===== src/rtl/tpc_pkg.sv =====
package tpc_pkg;

   localparam int MODE_W = 2;

   typedef enum logic [MODE_W-1:0] {
      MODE_IDLE  = 2'b00,
      MODE_FILL  = 2'b01,
      MODE_FULL  = 2'b10,
      MODE_FAULT = 2'b11
   } mode_e;

   typedef enum logic [1:0] {
      LVL_DRY,
      LVL_MID,
      LVL_TOP,
      LVL_BAD
   } lvl_class_e;

endpackage


===== src/rtl/tpc_level_decode.sv =====
module tpc_level_decode
   import tpc_pkg::*;
#(
   parameter int SENSE_W  = 2,
   parameter int LOW_BIT  = 0,
   parameter int HIGH_BIT = 1
) (
   input  logic [SENSE_W-1:0] lvl_i,
   output lvl_class_e         cls_o
);

   logic low_wet;
   logic high_wet;

   assign low_wet  = lvl_i[LOW_BIT];
   assign high_wet = lvl_i[HIGH_BIT];

   always_comb begin
      unique case ({high_wet, low_wet})
         2'b00:   cls_o = LVL_DRY;
         2'b01:   cls_o = LVL_MID;
         2'b11:   cls_o = LVL_TOP;
         default: cls_o = LVL_BAD;
      endcase
   end

endmodule


===== src/rtl/tpc_next_state.sv =====
module tpc_next_state
   import tpc_pkg::*;
(
   input  mode_e      cur_i,
   input  lvl_class_e cls_i,
   output mode_e      nxt_o
);

   always_comb begin
      nxt_o = cur_i;
      case (cur_i)
         MODE_IDLE: begin
            if (cls_i == LVL_BAD)      nxt_o = MODE_FAULT;
            else if (cls_i == LVL_DRY) nxt_o = MODE_FILL;
         end
         MODE_FILL: begin
            if (cls_i == LVL_BAD)      nxt_o = MODE_FAULT;
            else if (cls_i == LVL_TOP) nxt_o = MODE_FULL;
         end
         MODE_FULL: begin
            if (cls_i == LVL_BAD)      nxt_o = MODE_FAULT;
            else if (cls_i == LVL_DRY) nxt_o = MODE_FILL;
         end
         MODE_FAULT: begin
            if (cls_i == LVL_DRY)      nxt_o = MODE_IDLE;
         end
         default: nxt_o = MODE_IDLE;
      endcase
   end

endmodule


===== src/rtl/tpc_state_reg.sv =====
module tpc_state_reg
   import tpc_pkg::*;
(
   input  logic  clk_i,
   input  logic  arst_ni,
   input  mode_e nxt_i,
   output mode_e cur_o
);

   always_ff @(posedge clk_i or negedge arst_ni) begin
      if (!arst_ni) cur_o <= MODE_IDLE;
      else          cur_o <= nxt_i;
   end

endmodule


===== src/rtl/tank_pump_ctrl.sv =====
module tank_pump_ctrl
   import tpc_pkg::*;
#(
   parameter int SENSE_W  = 2,
   parameter int LOW_BIT  = 0,
   parameter int HIGH_BIT = 1
) (
   input  logic              clk_i,
   input  logic              arst_ni,
   input  logic [SENSE_W-1:0] lvl_i,
   output logic              pump_en_o,
   output logic              fault_o,
   output logic [MODE_W-1:0] mode_o
);

   generate
      if (SENSE_W != 2) begin : g_bad_width
         $error("tank_pump_ctrl: SENSE_W must be 2");
      end
      if (LOW_BIT == HIGH_BIT || LOW_BIT >= SENSE_W || HIGH_BIT >= SENSE_W)
      begin : g_bad_bits
         $error("tank_pump_ctrl: probe bit positions invalid");
      end
   endgenerate

   lvl_class_e cls;
   mode_e      cur;
   mode_e      nxt;

   tpc_level_decode #(
      .SENSE_W  (SENSE_W),
      .LOW_BIT  (LOW_BIT),
      .HIGH_BIT (HIGH_BIT)
   ) u_decode (
      .lvl_i (lvl_i),
      .cls_o (cls)
   );

   tpc_next_state u_next (
      .cur_i (cur),
      .cls_i (cls),
      .nxt_o (nxt)
   );

   tpc_state_reg u_reg (
      .clk_i   (clk_i),
      .arst_ni (arst_ni),
      .nxt_i   (nxt),
      .cur_o   (cur)
   );

   // Moore outputs: decoded from the register only
   assign mode_o    = cur;
   assign pump_en_o = (cur == MODE_FILL);
   assign fault_o   = (cur == MODE_FAULT);

endmodule


===== config.mk =====
export PLATFORM = sky130hd
export DESIGN_NAME = tank_pump_ctrl
export DESIGN_NICKNAME = d
export VERILOG_FILES = /design/src/rtl/tpc_pkg.sv /design/src/rtl/tpc_level_decode.sv /design/src/rtl/tpc_next_state.sv /design/src/rtl/tpc_state_reg.sv /design/src/rtl/tank_pump_ctrl.sv
export SDC_FILE = /design/constraint.sdc
export NUM_CORES = 1
export LEC_CHECK = 0
export ABC_AREA = 1
export CAP_MARGIN = 20
export CORE_AREA = 2 2 39 41
export CTS_BUF_LIST = sky130_fd_sc_hd__clkbuf_8
export CTS_CLUSTER_SIZE = 8
export DETAILED_ROUTE_END_ITERATION = 7
export DIE_AREA = 0 0 41 43
export DONT_BUFFER_PORTS = 1
export MAX_ROUTING_LAYER = met4
export PLACE_DENSITY = 0.3
export REMOVE_ABC_BUFFERS = 1
export SYNTH_ARGS = -nofsm -noshare
export SYNTH_HDL_FRONTEND = slang
export SYNTH_SLANG_ARGS = --single-unit

===== constraint.sdc =====
create_clock -name clk_i -period 0.9 [get_ports clk_i]
set_input_delay 0.09 -clock clk_i [delete_from_list [all_inputs] [get_ports clk_i]]
set_output_delay 0.09 -clock clk_i [all_outputs]
set_load 0.005 [all_outputs]

==> results.md <==
- Status: finished, final reports clean
- Avg Cell Area, Syn: 6.12 µm²
- Netlist cell types: 7
- Synth Register Bits: 2
- Root Buffer: clkbuf_8
- Critical path's top delay family: flip-flops
- Final Slew Violations: 0
- Rel. slew slack: 91.5%
- Area Overhead vs Synth: 65.6%
- Max-Cap Viols: 0
- Pleak: 0.104 nW
- First-pass GRT wire length: around 410 µm
- Yosys warns: 0
- Setup tns final: 0 ns
- Internal power: about 0.4 mW
- Initial Utilization: under 10%
- Top-level I/O count: 8
- Vias after detailed routing: between 100 and 150
- Vias per cell: 3.05
- Switching power share of the total: ~20%
- Cts bufs inserted: 3
- Slowest cell on crit path: dfrtp_2
- DIE AREA: around 1800 µm²
- Remaining global-route overflow: 0
- Post-CTS setup buffer count: 0
- Buffers plus inverters on the worst setup path: 0
- Post-route ant nets: 0
- Final hold viol count: 0
- # clock sinks: 2
- Worst Path Required: 0.81 ns
- Rows: 14
- Aggregate global-route resource usage: 4.73%
- H-tree levels: 1
- Inserted Diodes: 0
- Final core occ: about 14%
- Worst-Margin Slew: 0.127 ns
- Worst hold-check path type: in -> reg
- Hold_ws: 0.0107 ns
- Critical Path Source Type: register
- Gpl congestion: approximately 0.42
- Final min period: roughly 0.86 ns
- CP endpoint kind: primary output
- CP cell instances: nor2_2
- RSZ-0062 raised after global routing: true
- Post-synthesis sequential area ratio: between 40% and 50%
- Largest net degree at the start of global routing: 7
- Share of cells above drive strength 1: 26.1%
- Crit path max fanout: 6
- Critical path class: reg -> out
- Die Ht: 43 µm
- Clock Skew: between 0.002 and 0.0025 ns
- Chip Width: 41 µm
- Finish-stage setup viols: 0
- Drt first pass iters: 2
- Filler cells: between 150 and 200
- Buffers on Ports: 0
- DR iter-0 viols: 4
- Sequential share of power: a little under a quarter
- Period utilization: between 90 and 100%
- Mapped Area: around 120 µm²
- Peak supply drop: between 0.4 and 0.5 mV
- Achievable frequency: ~1.2 GHz
- CP peak stage delay: 0.43 ns
- Worst EP arrival: around 0.77 ns
- Remaining DRCs: 0
- Power Density: roughly 2600 nW/µm²
- Combinational share of power: under 10%
- Final WL: roughly 280 µm
- Vias in the first global route: 130
- Clk buf depth: 2
- Clk Latency, worst-skew pair: between 0.2 and 0.25 ns
- Top Registers: u_reg.cur_o (2)
- Layout Nets: 29
- Clk pwr share: roughly two thirds
- Power Total: a little over 0.5 mW
- Post-Syn Instances: 19
- Largest Register: u_reg.cur_o
- Largest register FFs: 2
- Core Area: 1380 µm²
- Wire length per cell: 7.15 µm
- CTS tree: yes
- Initial antenna violation count: 0
- Clk slew on worst S/H paths: approximately 0.030 ns
- Net Sw Power: between 0.1 and 0.15 mW
==> kinds of logic after synthesis <==
| kind of cell | count (synthesis) | share of synthesized area [%] |
|---|---|---|
| simple gates | 10 | 33.3 |
| buf+inv | 6 | 19.4 |
| flops | 2 | 43.0 |
| compound gates | 1 | 4.30 |
==> synthesized netlist by cell type, drive strengths merged <==
library cell,number,area share [%]
nand3,1,4.3
clkinv,1,3.2
o21ai,1,4.3
nor2,1,3.2
dfrtp,2,43
inv,5,16
nand2,8,26
==> timing repair <==
item	4_1_cts	5_1_grt
hold endpoints to repair	2	0
setup endpoints to repair	1	2
hold buffers	1	0
gates cloned	0	0
gates resized for setup	1	2
==> worst paths after layout <==
path | start | end | slack (ns) | cells past startpoint
worst max-delay path | u_reg.cur_o[1]$_DFFE_PN0P_ | pump_en_o | 0.04 | 1
worst min-delay path | lvl_i[0] | u_reg.cur_o[1]$_DFFE_PN0P_ | 0.01 | 2
worst max register to register | u_reg.cur_o[0]$_DFFE_PN0P_ | u_reg.cur_o[0]$_DFFE_PN0P_ | 0.12 | 4
worst min register to register | u_reg.cur_o[1]$_DFFE_PN0P_ | u_reg.cur_o[1]$_DFFE_PN0P_ | 0.57 | 2
max in group asynchronous | arst_ni | u_reg.cur_o[1]$_DFFE_PN0P_ | 0.65 | 1
min in group asynchronous | arst_ni | u_reg.cur_o[0]$_DFFE_PN0P_ | 0.11 | 1
==> cells in the final DEF, fill, tap and decap left out <==
cell and n:
clkinv_1 1, inv_1 5, o21ai_1 1, nand3_1 1, dfrtp_2 2, nand2_1 8, nor2_2 1, dlygate4sd3_1 1
clkbuf_8 3
==> final cells by class <==
class,instances,area (µm²),share of cell area (%)
inverter,6,22.5,11.7
sequential,2,52.6,27.3
timing repair buffer,1,10.0,5.19
clock buffer,3,41.3,21.4
tap,16,20.0,10.4
multi-input combinational,11,46.3,24.0
==> per-layer routing <==
metal | wire length, µm | global-route usage [%]
met5 | 0 | -
met2 | 129 | 5.31
met4 | 0 | 6.00
met1 | 93 | 2.57
met3 | 55 | 6.28
==> power by group through the flow <==
stage                     registers [mW]  logic, mW  clock network [mW]
final                              0.120     0.0389               0.346
after global routing               0.123     0.0490               0.374
after CTS                          0.118     0.0397               0.363
after detailed placement           0.118     0.0332                   0
after global placement             0.117     0.0326                   0
after floorplan                    0.115     0.0285                   0
==> stage by stage <==
stage,cell area (µm²),instances,worst slack (ns)
finish,193,39,0.0415
global route,193,39,-0.0108
CTS,190,39,0.000392
detailed placement,136,35,0.108
global placement,136,35,0.116
floorplan,116,19,0.159
No activity file was read; power rests on OpenSTA's default activity.
